### src/rtl/ddrrd_pkg.sv
package ddrrd_pkg;

  localparam int BANK_W = 2;
  localparam int COL_W  = 8;
  localparam int DATA_W = 16;
  localparam int PAD_W  = DATA_W - BANK_W - COL_W;
  localparam logic [PAD_W-1:0] PAD_BITS = PAD_W'(6'b010110);

  typedef enum logic [1:0] {
    OP_NONE = 2'd0,
    OP_READ = 2'd1,
    OP_STOP = 2'd2
  } op_e;

  // One landing slot of the latency line
  typedef struct packed {
    op_e               op;
    logic [BANK_W-1:0] bank;
    logic [COL_W-1:0]  col;
    logic [3:0]        blen;
  } slot_t;

  // Control-to-datapath strobes
  typedef struct packed {
    logic              load;
    logic              adv;
    logic              halt;
    logic [BANK_W-1:0] bank;
    logic [COL_W-1:0]  col;
    logic [COL_W-1:0]  mask;
  } strobe_t;

  function automatic logic [3:0] blenOf(input logic [1:0] sel);
    case (sel)
      2'd0:    return 4'd2;
      2'd1:    return 4'd4;
      default: return 4'd8;
    endcase
  endfunction

  function automatic logic [COL_W-1:0] beatCol(input logic [COL_W-1:0] col,
                                               input logic [COL_W-1:0] mask,
                                               input logic [COL_W-1:0] k);
    return (col & ~mask) | ((col + k) & mask);
  endfunction

  function automatic logic [DATA_W-1:0] wordOf(input logic [BANK_W-1:0] bank,
                                               input logic [COL_W-1:0] col);
    return {bank, PAD_BITS, col};
  endfunction

endpackage

### src/rtl/ddrrd_ctrl.sv
module ddrrd_ctrl
  import ddrrd_pkg::*;
#(
  parameter int MIN_CL    = 2,
  parameter int MAX_CL    = 3,
  parameter int MAX_BLEN  = 8
) (
  input  logic              clk,
  input  logic              rstN,
  input  logic              cmdValid,
  input  logic              cmdIsStop,
  input  logic [BANK_W-1:0] cmdBank,
  input  logic [COL_W-1:0]  cmdCol,
  input  logic [1:0]        casLat,
  input  logic [1:0]        blSel,
  output strobe_t           strb
);

  localparam int DEPTH  = MAX_CL - 1;
  localparam int PAIR_W = $clog2(MAX_BLEN / 2);

  slot_t dly [DEPTH];
  slot_t newSlot;
  slot_t head;
  logic [1:0] latEff;
  logic [1:0] slotIdx;
  logic [PAIR_W-1:0] pairsLeft;

  always_comb begin
    if (casLat < 2'(MIN_CL))      latEff = 2'(MIN_CL);
    else if (casLat > 2'(MAX_CL)) latEff = 2'(MAX_CL);
    else                          latEff = casLat;
    slotIdx      = latEff - 2'd2;
    newSlot.op   = cmdIsStop ? OP_STOP : OP_READ;
    newSlot.bank = cmdBank;
    newSlot.col  = cmdCol;
    newSlot.blen = blenOf(blSel);
  end

  // Latency line: stage g is consumed g+1 cycles after it is written
  for (genvar g = 0; g < DEPTH; g++) begin : gStage
    if (g == DEPTH - 1) begin : gLast
      always_ff @(posedge clk) begin
        if (!rstN) dly[g] <= '0;
        else       dly[g] <= (cmdValid && slotIdx == 2'(g)) ? newSlot : '0;
      end
    end else begin : gMid
      always_ff @(posedge clk) begin
        if (!rstN) dly[g] <= '0;
        else       dly[g] <= (cmdValid && slotIdx == 2'(g)) ? newSlot : dly[g+1];
      end
    end
  end

  assign head = dly[0];

  always_ff @(posedge clk) begin
    if (!rstN)                    pairsLeft <= '0;
    else if (head.op == OP_READ)  pairsLeft <= PAIR_W'((head.blen >> 1) - 4'd1);
    else if (head.op == OP_STOP)  pairsLeft <= '0;
    else if (pairsLeft != '0)     pairsLeft <= pairsLeft - 1'b1;
  end

  always_comb begin
    strb.load = (head.op == OP_READ);
    strb.adv  = (head.op == OP_NONE) && (pairsLeft != '0);
    strb.halt = (head.op == OP_STOP);
    strb.bank = head.bank;
    strb.col  = head.col;
    strb.mask = COL_W'(head.blen - 4'd1);
  end

  // a CL-2 read is at the head one cycle after it is sampled
  a_r2_lat2_head: assert property (@(posedge clk) disable iff (!rstN)
    (cmdValid && !cmdIsStop && latEff == 2'd2) |=> (head.op == OP_READ));

  // a CL-3 read reaches the head two cycles later unless a CL-2 command overrides it
  a_r2_lat3_head: assert property (@(posedge clk) disable iff (!rstN)
    (cmdValid && !cmdIsStop && latEff == 2'd3) ##1 !(cmdValid && latEff == 2'd2)
      |=> (head.op == OP_READ));

  // an idle head lets the burst count down by one pair per cycle
  a_r4_count_down: assert property (@(posedge clk) disable iff (!rstN)
    (head.op == OP_NONE && pairsLeft != '0) |=> (pairsLeft == PAIR_W'($past(pairsLeft) - 1'b1)));

  // a stop at the head leaves no pairs outstanding
  a_r8_stop_clears: assert property (@(posedge clk) disable iff (!rstN)
    (head.op == OP_STOP) |=> (pairsLeft == '0));

endmodule

### src/rtl/ddrrd_dpath.sv
module ddrrd_dpath
  import ddrrd_pkg::*;
(
  input  logic              clk,
  input  logic              rstN,
  input  strobe_t           strb,
  output logic [DATA_W-1:0] doutRise,
  output logic [DATA_W-1:0] doutFall,
  output logic [1:0]        beatValid,
  output logic              driveEn
);

  logic [BANK_W-1:0] bankR;
  logic [COL_W-1:0]  colR;
  logic [COL_W-1:0]  maskR;
  logic [COL_W-1:0]  idx;

  always_ff @(posedge clk) begin
    if (!rstN) begin
      bankR     <= '0;
      colR      <= '0;
      maskR     <= '0;
      idx       <= '0;
      doutRise  <= '0;
      doutFall  <= '0;
      beatValid <= '0;
      driveEn   <= 1'b0;
    end else if (strb.load) begin
      bankR     <= strb.bank;
      colR      <= strb.col;
      maskR     <= strb.mask;
      idx       <= COL_W'(2);
      doutRise  <= wordOf(strb.bank, beatCol(strb.col, strb.mask, COL_W'(0)));
      doutFall  <= wordOf(strb.bank, beatCol(strb.col, strb.mask, COL_W'(1)));
      beatValid <= 2'b11;
      driveEn   <= 1'b1;
    end else if (strb.adv) begin
      idx       <= idx + COL_W'(2);
      doutRise  <= wordOf(bankR, beatCol(colR, maskR, idx));
      doutFall  <= wordOf(bankR, beatCol(colR, maskR, idx + COL_W'(1)));
      beatValid <= 2'b11;
      driveEn   <= 1'b1;
    end else begin
      doutRise  <= '0;
      doutFall  <= '0;
      beatValid <= '0;
      driveEn   <= 1'b0;
    end
  end

  // a start or an advance drives a full pair next cycle
  a_r3_pair_driven: assert property (@(posedge clk) disable iff (!rstN)
    (strb.load || strb.adv) |=> (beatValid == 2'b11 && driveEn));

  // a stop at the head releases the bus next cycle
  a_r8_stop_release: assert property (@(posedge clk) disable iff (!rstN)
    strb.halt |=> (beatValid == 2'b00 && !driveEn));

  // with nothing to send the outputs are quiet
  a_r10_quiet: assert property (@(posedge clk) disable iff (!rstN)
    !(strb.load || strb.adv) |=> (doutRise == '0 && doutFall == '0 && !driveEn));

  // an advanced beat stays inside the block of the burst it belongs to
  a_r5_in_block: assert property (@(posedge clk) disable iff (!rstN)
    (strb.adv && !strb.load) |=> ((doutRise[COL_W-1:0] & ~maskR) == (colR & ~maskR)));

endmodule

### src/rtl/ddrrd_seq.sv
module ddrrd_seq
  import ddrrd_pkg::*;
#(
  parameter int MIN_CL   = 2,
  parameter int MAX_CL   = 3,
  parameter int MAX_BLEN = 8
) (
  input  logic              clk,
  input  logic              rstN,
  input  logic              cmdValid,
  input  logic              cmdIsStop,
  input  logic [BANK_W-1:0] cmdBank,
  input  logic [COL_W-1:0]  cmdCol,
  input  logic [1:0]        casLat,
  input  logic [1:0]        blSel,
  output logic [DATA_W-1:0] doutRise,
  output logic [DATA_W-1:0] doutFall,
  output logic [1:0]        beatValid,
  output logic              driveEn
);

  strobe_t strb;

  ddrrd_ctrl #(
    .MIN_CL   (MIN_CL),
    .MAX_CL   (MAX_CL),
    .MAX_BLEN (MAX_BLEN)
  ) uCtrl (
    .clk       (clk),
    .rstN      (rstN),
    .cmdValid  (cmdValid),
    .cmdIsStop (cmdIsStop),
    .cmdBank   (cmdBank),
    .cmdCol    (cmdCol),
    .casLat    (casLat),
    .blSel     (blSel),
    .strb      (strb)
  );

  ddrrd_dpath uDpath (
    .clk       (clk),
    .rstN      (rstN),
    .strb      (strb),
    .doutRise  (doutRise),
    .doutFall  (doutFall),
    .beatValid (beatValid),
    .driveEn   (driveEn)
  );

endmodule

### config.mk
export PLATFORM = sky130hd
export DESIGN_NAME = ddrrd_seq
export DESIGN_NICKNAME = d
export VERILOG_FILES = /design/src/rtl/ddrrd_pkg.sv /design/src/rtl/ddrrd_ctrl.sv /design/src/rtl/ddrrd_dpath.sv /design/src/rtl/ddrrd_seq.sv
export SDC_FILE = /design/constraint.sdc
export NUM_CORES = 1
export LEC_CHECK = 0
export ABC_AREA = 0
export ABC_CLOCK_PERIOD_IN_PS = 2450
export BUFFER_PORTS_ARGS = -buffer_cell sky130_fd_sc_hd__buf_2
export CAP_MARGIN = 5
export CORE_ASPECT_RATIO = 0.8
export CORE_MARGIN = 8
export CORE_UTILIZATION = 58
export CTS_BUF_LIST = sky130_fd_sc_hd__clkbuf_4 sky130_fd_sc_hd__clkbuf_8
export CTS_CLUSTER_DIAMETER = 30
export DETAILED_ROUTE_END_ITERATION = 8
export HOLD_SLACK_MARGIN = 0.05
export MAX_ROUTING_LAYER = met4
export PLACE_DENSITY = 0.82
export SLEW_MARGIN = 20
export SYNTH_ARGS = -nofsm -noshare
export SYNTH_HDL_FRONTEND = slang
export SYNTH_SLANG_ARGS = --single-unit
### constraint.sdc
create_clock -name clk -period 2.45 [get_ports clk]
set_input_delay 0.245 -clock clk [delete_from_list [all_inputs] [get_ports clk]]
set_output_delay 0.245 -clock clk [all_outputs]
set_load 0.01 [all_outputs]
* Yosys cells after proc, flatten, opt, wreduce, memory -nomap -nowiden
Memory sizes are Yosys's and may differ from the RTL's. Cells that the tools add are included.
Storage, ports and cells: register bits 63, RAM bits 32, logic and storage cells 76, ROM bits 0, output and inout port bits 35, memories 1, bits of input ports 18, bits in latches 0
Operators by class: $mul 0, reduce and logical (&&, ||, !) cells 10, div/mod/pow operators 0, shift-type cells 0, order comparisons 2, mux-type cells 23, bitwise operators 15, $add $sub $neg 9, equal/unequal tests 4
Memories:
- uCtrl.dly | depth 2, width 16, read ports 2, clocked after memory_dff 0, wr ports 2, line ddrrd_ctrl.sv:22 | slot_t dly [DEPTH];
Operator list (number):
- 16-bit two-way mux | 8
- 8-bit bitwise AND | 6
- 8-bit OR | 4
- 2-bit two-way mux | 10
- 8-bit by 1-bit adder with 8-bit output (second input constant) | 2
- 8-bit adder | 2
- 8-bit inverter | 2
- 8-bit by 2-bit adder with 8-bit output (second input constant) | 1
- 4-bit one-hot mux with 2 select lines | 1
- 2-bit by 1-bit equality test with 1-bit output (second input constant) | 3
- 2-bit logical NOT | 3
- 4-bit by 1-bit subtractor with 5-bit output (second input constant) | 1
- 1-bit two-way mux | 4
- 2-bit nonzero test | 2
- 2-bit by 1-bit subtractor with 2-bit output (second input constant) | 2
- 1-bit logical AND | 3
- 3-bit nonzero test | 1
- 2-bit equality test (second input constant) | 1
- 2-bit greater-than comparator (second input constant) | 1
- 2-bit less-than comparator (second input constant) | 1
- 1-bit OR | 2
- 2-bit OR reduction | 1
- 2-bit subtractor (second input constant) | 1
- 1-bit inverter | 1

* Longest topological paths before layout
Gate-level depths: netlist of the first run.
depth after elaboration 8, depth in mapped cells 9, gate-level depth less buffers 9

* Hierarchy
Synthesis of the first run repeated with hierarchy kept, for this count alone.
Second synthesis, totals: cell total of the unflattened synthesis 404, area total of the unflattened synthesis 3781.1 um^2
Modules (own cells, without submodules):
- ddrrd_dpath | area an instance 2403.6 um^2, cells each 263, sequential area each 880.8 um^2, times used 1
- ddrrd_ctrl | area an instance 1377.6 um^2, cells each 141, sequential area each 640.6 um^2, times used 1

* Worst setup path before layout of the first run
OpenSTA, ideal clock, no wires.
kind register to register, start point reg uDpath.idx[1], end point reg uDpath.doutRise[7], library setup time 0.127 ns, period minus slack after synthesis 2.164 ns, data required time 2.323 ns, cell stages (with the launch flop) 10, arrival time 2.037 ns, path slack 0.286 ns, buffers on the path 0, cells stage by stage dfxtp_1 -> ha_1 -> inv_1 -> fa_1 -> nand2b_2 -> a211oi_2 -> nor4_1 -> a311oi_2 -> xor2_1 -> o21ai_1
On the way: word-level cells in the longest chain between the ends 5
RTL lines:
- start: declaration | line ddrrd_dpath.sv:16 | logic [COL_W-1:0] idx;
- start signal: assignment | line ddrrd_dpath.sv:38 | idx <= idx + COL_W'(2);
- 8-bit adder | line ddrrd_pkg.sv:44 | return (col & ~mask) | ((col + k) & mask);
- 8-bit bitwise AND | line ddrrd_pkg.sv:44
- 8-bit OR | line ddrrd_pkg.sv:44
- 16-bit two-way mux | line ddrrd_dpath.sv:37 | end else if (strb.adv) begin
- 16-bit two-way mux | line ddrrd_dpath.sv:28 | end else if (strb.load) begin
- end signal: assignment | line ddrrd_dpath.sv:33 | doutRise <= wordOf(strb.bank, beatCol(strb.col, strb.mask, COL_W'(0)));
- end signal: assignment | line ddrrd_dpath.sv:39 | doutRise <= wordOf(bankR, beatCol(colR, maskR, idx));
- end: declaration | line ddrrd_dpath.sv:7 | output logic [DATA_W-1:0] doutRise,
No other way between the ends. A chain may end at the register's enable or synchronous reset.

* Worst setup path in the final report of the first run
start point reg uDpath.colR[1], end point reg uDpath.doutRise[7]
On the way: word-level cells in the longest chain between the ends 5
RTL lines:
- start: declaration | line ddrrd_dpath.sv:14 | logic [COL_W-1:0] colR;
- start signal: assignment | line ddrrd_dpath.sv:30 | colR <= strb.col;
- 8-bit adder | line ddrrd_pkg.sv:44
- 8-bit bitwise AND | line ddrrd_pkg.sv:44
- 8-bit OR | line ddrrd_pkg.sv:44
- 16-bit two-way mux | line ddrrd_dpath.sv:37
- 16-bit two-way mux | line ddrrd_dpath.sv:28
No other way between the ends.

==> metrics.txt, run 1 <==
drt pass-1 iters 4; residual DRC count 0; Setup CP Type reg -> reg; via count 2681; final cell count without fillers about 510; total number of clock tree sinks 73; Leak roughly 1.6 nW; drt total wl 7120 um; Inserted Clock Buffers 9; Post-Syn Area approximately 3300 um2; placed cell count 491; ANT cells 0; largest net degree at the start of global routing 33; Post-DP HPWL roughly 5300 um; post-CTS sizing 0; layout cells sized above 1 17.7%; Mapped Cells 387; crit end category flop; initial DRC count around 250; Fin Hold WS 0.0702 ns; Syn Area/Cell 8.53 um2; fin nets ~460; Antenna Nets Post-Route 0; worst min path class in -> reg; drt wl/cell 14.0 um; Rows 24; hold buffers post-CTS 0; Worst-path clk slew 0.09 ns; RePlAce Congestion 0.883; clock latency at the later pin of the worst-skew pair between 0.3 and 0.4 ns; Final Power ~2.7 mW; die area 8370 um2; Ys Warns 0; setup violators final 0; min Tclk post-route 2.34 ns; slew margin rel. 63.3%; register bit count reported by yosys 73; GRT Overall Usage 18.8%; Pwr Density about 730 nW/um2; worst slew pin tran 0.548 ns; vias in the first global route 2660; TritonCTS clock tree built; Fill cells 476; VDD IR max 0.478 mV; Final Max Slew Viols 0; Final period util 95.4%; CTS Buffer Depth 2; Core ar. 5470 um2; H-tree Lvls 3; RSZ-0062 raised after global routing no; width of the die 100 um; first-pass GRT wire length 12200 um; total negative setup slack 0 ns; Layout area overhead 12.2%; max_cap viols 0; register area share after synthesis between 40% and 50%; final hold violations 0; Initial Util between 60% and 70%; post-CTS setup buffer count 0; Ports 53; Max FO, Critical Path 4; Max Fclk about 0.43 GHz; initial antenna violation count 0; Startpoint Class flop; Unique masters post-synth 45; Worst Path Arrival 2.57 ns; vias per cell ~5.3; Worst EP required 2.68 ns; I/O Buffers 46; Remaining Overflow, GRT 0; status complete, no violations; clk root buf clkbuf_8; Layout Skew 0.0126 ns; Die Y 83.5 um
## worst max-delay path, stage by stage (launching register included)
cell and delay, ns:
dfxtp_1 0.40, ha_1 0.19, inv_1 0.06, fa_1 0.46, nand2b_2 0.23, a211oi_2 0.31
nor4_1 0.11, a311oi_2 0.22, xor2_1 0.17, o21ai_1 0.07
## cells in the mapped netlist
cell type   n  area (um2)
nand3_1    10        50.1
a21oi_1    44         220
buf_1       3        11.3
or2_1       1        6.26
buf_2       6        30.0
nand3b_1    2        15.0
nor3b_1     3        22.5
o21ai_1     1        5.00
o211ai_2    1        12.5
nand2b_2    1        8.76
ha_1       12         150
a31oi_1     1        6.26
nand2b_1    4        25.0
o22ai_1     6        37.5
a22oi_1     1        7.51
nand4_1     1        6.26
o21a_1      1        7.51
and2_1     13        81.3
a311oi_2    1        15.0
buf_4      16         120
o311ai_0    1        8.76
o311a_1     1        10.0
and3_1      4        25.0
xnor2_1    12         105
clkbuf_1    7        26.3
nor4b_2     1        15.0
fa_1        2        40.0
dfxtp_1    73        1460
inv_1      10        37.5
a211oi_1    4        30.0
conb_1      1        3.75
nor2_1     26        97.6
a21o_1      2        15.0
xor2_1      9        78.8
nor4_1      2        12.5
a22o_1      3        26.3
nor2b_1     9        56.3
mux2i_1     2        20.0
a211oi_2    1        12.5
and2_2      1        7.51
o21ai_0    12        60.1
nor3_1      3        15.0
nor3_4      1        16.3
and4_1      2        17.5
nand2_1    70         263
## path summary, 6_finish.rpt
kind | slack (ns) | end | depth (start not counted) | from
hold reg to reg | 0.44 | uCtrl.dly[0][7] | 2 | uCtrl.dly[1][7]
hold / removal | 0.07 | uCtrl.dly[1][14] | 2 | cmdIsStop
setup reg to reg | 0.11 | uDpath.doutRise[7] | 9 | uDpath.colR[1]
setup / recovery | 0.11 | uDpath.doutRise[7] | 9 | uDpath.colR[1]
## registers in the layout (all words and copies together) (netlist names)
signal	count
uCtrl.dly	30
uDpath.doutFall	10
uDpath.colR	8
uDpath.doutRise	8
uDpath.idx	7
uDpath.maskR	5
uCtrl.pairsLeft	2
uDpath.bankR	2
uDpath.beatValid	1
## where the power goes
part / leakage, nW / switching, mW / internal, mW
combinational: 0.882 / 0.291 / 0.204
clock: 0.0966 / 0.512 / 0.399
sequential: 0.592 / 0.0477 / 1.24
## cell families (layout without fill, tap and decap cells)
logic type / count (synthesis) / count (layout) / synth area share (%)
flip-flops: 73 / 73 / 44.3
other: 1 / 6 / 0.114
AO/OA/AOI/OAI: 80 / 80 / 14.4
adder cells (fa/ha/maj): 14 / 14 / 5.76
multiplexers: 2 / 2 / 0.607
XOR/XNOR: 21 / 21 / 5.57
buffers and inverters: 42 / 79 / 6.83
AND/OR/NAND/NOR: 154 / 154 / 22.4
## cell type report
type / count / area [um2] / area share (%)
Tap cell: 78 / 97.6 / 2.64
Clock inverter: 7 / 67.6 / 1.82
Sequential cell: 73 / 1460 / 39.5
Multi-Input combinational cell: 277 / 1630 / 44.1
Inverter: 10 / 37.5 / 1.01
Timing Repair Buffer: 53 / 283 / 7.64
Clock buffer: 9 / 124 / 3.35
## stage by stage
stage | utilization, % | setup slack (ns) | cell area [um2]
final | 67.7 | 0.113 | 3700
after global routing | 67.7 | 0.0179 | 3700
after CTS | 67.7 | 0.129 | 3700
after floorplan | - | 0.286 | 3320
after global placement | 64.2 | 0.263 | 3510
after detailed placement | 64.2 | 0.146 | 3510
## cell usage in the layout (no fill, tap or decap), types with 4 or more instances in the layout
cell type and count:
clkbuf_8 9, and3_1 4, o21ai_0 12, xnor2_1 12, buf_4 7, nor2_1 26, ha_1 12, nand2_1 70
a21oi_1 44, nand2b_1 4, o22ai_1 6, and2_1 13, nor2b_1 9, buf_2 46, dfxtp_1 73, xor2_1 9
inv_1 10, a211oi_1 4, conb_1 6, nand3_1 10
## metal layers
metal  GRT usage (%)  part of all wire [%]  vias to the layer above
met5               -                     0                        -
met4            6.71                   1.4                        0
met3            6.50                   6.4                       11
met2            29.4                    48                       76
met1            21.6                    45                     1239
li1                -                     -                     1355
Power figures use the tool's default switching activity.
==> run 2: changes to the inputs <==
--- a/config.mk
+++ b/config.mk
@@ -6,18 +6,18 @@
 export NUM_CORES = 1
 export LEC_CHECK = 0
 export ABC_AREA = 0
-export ABC_CLOCK_PERIOD_IN_PS = 2450
-export BUFFER_PORTS_ARGS = -buffer_cell sky130_fd_sc_hd__buf_2
+export ABC_CLOCK_PERIOD_IN_PS = 2700
+export BUFFER_PORTS_ARGS = -buffer_cell sky130_fd_sc_hd__buf_4
 export CAP_MARGIN = 5
 export CORE_ASPECT_RATIO = 0.8
 export CORE_MARGIN = 8
-export CORE_UTILIZATION = 58
+export CORE_UTILIZATION = 63
 export CTS_BUF_LIST = sky130_fd_sc_hd__clkbuf_4 sky130_fd_sc_hd__clkbuf_8
 export CTS_CLUSTER_DIAMETER = 30
 export DETAILED_ROUTE_END_ITERATION = 8
 export HOLD_SLACK_MARGIN = 0.05
 export MAX_ROUTING_LAYER = met4
-export PLACE_DENSITY = 0.82
+export PLACE_DENSITY = 0.88
 export SLEW_MARGIN = 20
 export SYNTH_ARGS = -nofsm -noshare
 export SYNTH_HDL_FRONTEND = slang
==> constraint.sdc (replaced) <==
create_clock -name clk -period 2.7 [get_ports clk]
set_input_delay 0.27 -clock clk [delete_from_list [all_inputs] [get_ports clk]]
set_output_delay 0.27 -clock clk [all_outputs]
set_load 0.01 [all_outputs]
==> metrics.txt, run 2 (same netlist as run 1, synthesis figures left out) <==
status complete, no violations; drt total wl 7390 um (+3.7%); number of flip-flops in the largest register 30 (unchanged); I/O Buffers 46 (unchanged); max_cap viols 0 (unchanged); initial DRC count 221 (-10%); Max FO, Critical Path 6 (+2); Multi-input gate area 1630 um2 (unchanged); H-tree Lvls 3 (unchanged); vias per cell 5.44 (+2.8%); hold buffers post-CTS 0 (unchanged); Inserted Clock Buffers 9 (unchanged); largest net degree at the start of global routing 33 (unchanged); total number of clock tree sinks 73 (unchanged); Rows 23 (-4.2%); residual DRC count 0 (unchanged); Worst-path clk slew 0.08 ns (about the same); Metal-1 WL 3180 um (about the same); Final Power 2.50 mW (-7.5%); area post-placement 3600 um2 (+2.5%); setup violators final 0 (unchanged); GRT Overall Usage 20.1% (+1.3 points); first-pass GRT wire length 12300 um (+0.96%); via count 2659 (-0.82%); Fill cells 358 (-25%); DR top layer met4; post-CTS setup buffer count 0 (unchanged); most common cell after layout, fill and taps aside dfxtp_1; commonest non-fill, non-tap cells in the layout dfxtp_1, nand2_1, buf_4; worst slew pin tran 0.646 ns (+0.0977 ns); TritonCTS clock tree built; Pwr Density 658 nW/um2 (-9.6%); Ports 53 (unchanged); met3 WL 441 um (-2.9%); Max Fclk 0.421 GHz (-1.5%); WL met2 3650 um (+7.8%); Remaining Overflow, GRT 0 (unchanged); fin nets 455 (-0.22%); Initial Util 65.5% (+5.1 points); worst min path class in -> reg; Layout area overhead 14.9%; layout cells sized above 1 17.3% (-0.39 points); Worst Path Arrival 2.61 ns (+0.04 ns); clk root buf clkbuf_8; RePlAce Congestion 0.899 (+1.8%); Startpoint Class flop; drt wl/cell 15.1 um (+7.6%); Worst EP required 2.94 ns (+0.26 ns); Largest Register uCtrl.dly; Post-DP HPWL 5430 um (+2.9%); Regs by FF count uCtrl.dly (30), uDpath.doutFall (10); ANT cells 0 (unchanged); Layout Skew 0.0110 ns (-0.00158 ns); post-CTS sizing 0 (unchanged); RSZ-0062 raised after global routing no; design area 3790 um2 (+2.4%); slew margin rel. 56.9% (-6.5 points); total negative setup slack 0 ns (unchanged); Core ar. 5040 um2 (-7.9%); Setup CP Type reg -> reg; Final period util 87.9% (-7.5 points); crit end category flop; CTS Buffer Depth 2 (unchanged); Leak 1.58 nW (+0.29%); die area 7820 um2 (-6.6%); vias in the first global route 2607 (-2.0%); drt pass-1 iters 4 (unchanged); Antenna Nets Post-Route 0 (unchanged); final hold violations 0 (unchanged); Final Max Slew Viols 0 (unchanged); sequential cell area 1460 um2 (unchanged); clock latency at the later pin of the worst-skew pair 0.36 ns (about the same); Die Y 80.7 um (-3.3%); Fin Hold WS 0.0873 ns (+0.0171 ns); VDD IR max 0.619 mV (+30%); width of the die 96.9 um (-3.4%); initial antenna violation count 0 (unchanged); min Tclk post-route 2.37 ns (+0.0362 ns)
## run 2: power breakdown
part	switching (mW)	total [mW]	internal, mW	leakage (nW)
clock	0.417	0.843	0.426	0.0921
sequential	0.0565	1.19	1.13	0.592
combinational	0.259	0.467	0.209	0.891
## run 2: final timing paths
kind | start | to | slack [ns] | cells past startpoint
setup / recovery | uDpath.idx[1] | uDpath.doutRise[7] | 0.33 | 9
hold / removal | cmdIsStop | uCtrl.dly[1][14] | 0.09 | 2
setup reg to reg | uDpath.idx[1] | uDpath.doutRise[7] | 0.33 | 9
hold reg to reg | uCtrl.dly[1][8] | uCtrl.dly[0][8] | 0.45 | 2
## run 2: cell type report
| type | count | share of cell area, % |
|---|---|---|
| Sequential cell | 73 | 38.6 |
| Clock buffer | 9 | 3.27 |
| Timing Repair Buffer | 52 | 10.3 |
| Clock inverter | 6 | 1.78 |
| Tap cell | 62 | 2.05 |
| Multi-Input combinational cell | 277 | 43.1 |
| Inverter | 10 | 0.990 |
## run 2: through the flow
step                      util, %  worst slack (ns)  std cells
after global routing         75.3             0.132        489
after floorplan                 -             0.536        392
after global placement       71.5             0.420        474
after detailed placement     71.5             0.333        474
after CTS                    75.3             0.327        489
final                        75.3             0.326        489
## run 2: critical path, stage by stage, from the launching register on
cell and delay, ns:
dfxtp_1 0.46, ha_1 0.22, inv_1 0.06, fa_1 0.45, nand2b_2 0.22, a211oi_2 0.29
nor4_1 0.11, a311oi_2 0.21, xor2_1 0.16, o21ai_1 0.06
## run 2: per-layer routing
layer / vias to the layer above / global-route usage (%)
met5: - / -
met4: 0 / 6.89
met3: 11 / 6.44
met2: 80 / 32.9
met1: 1222 / 22.9
li1: 1346 / -
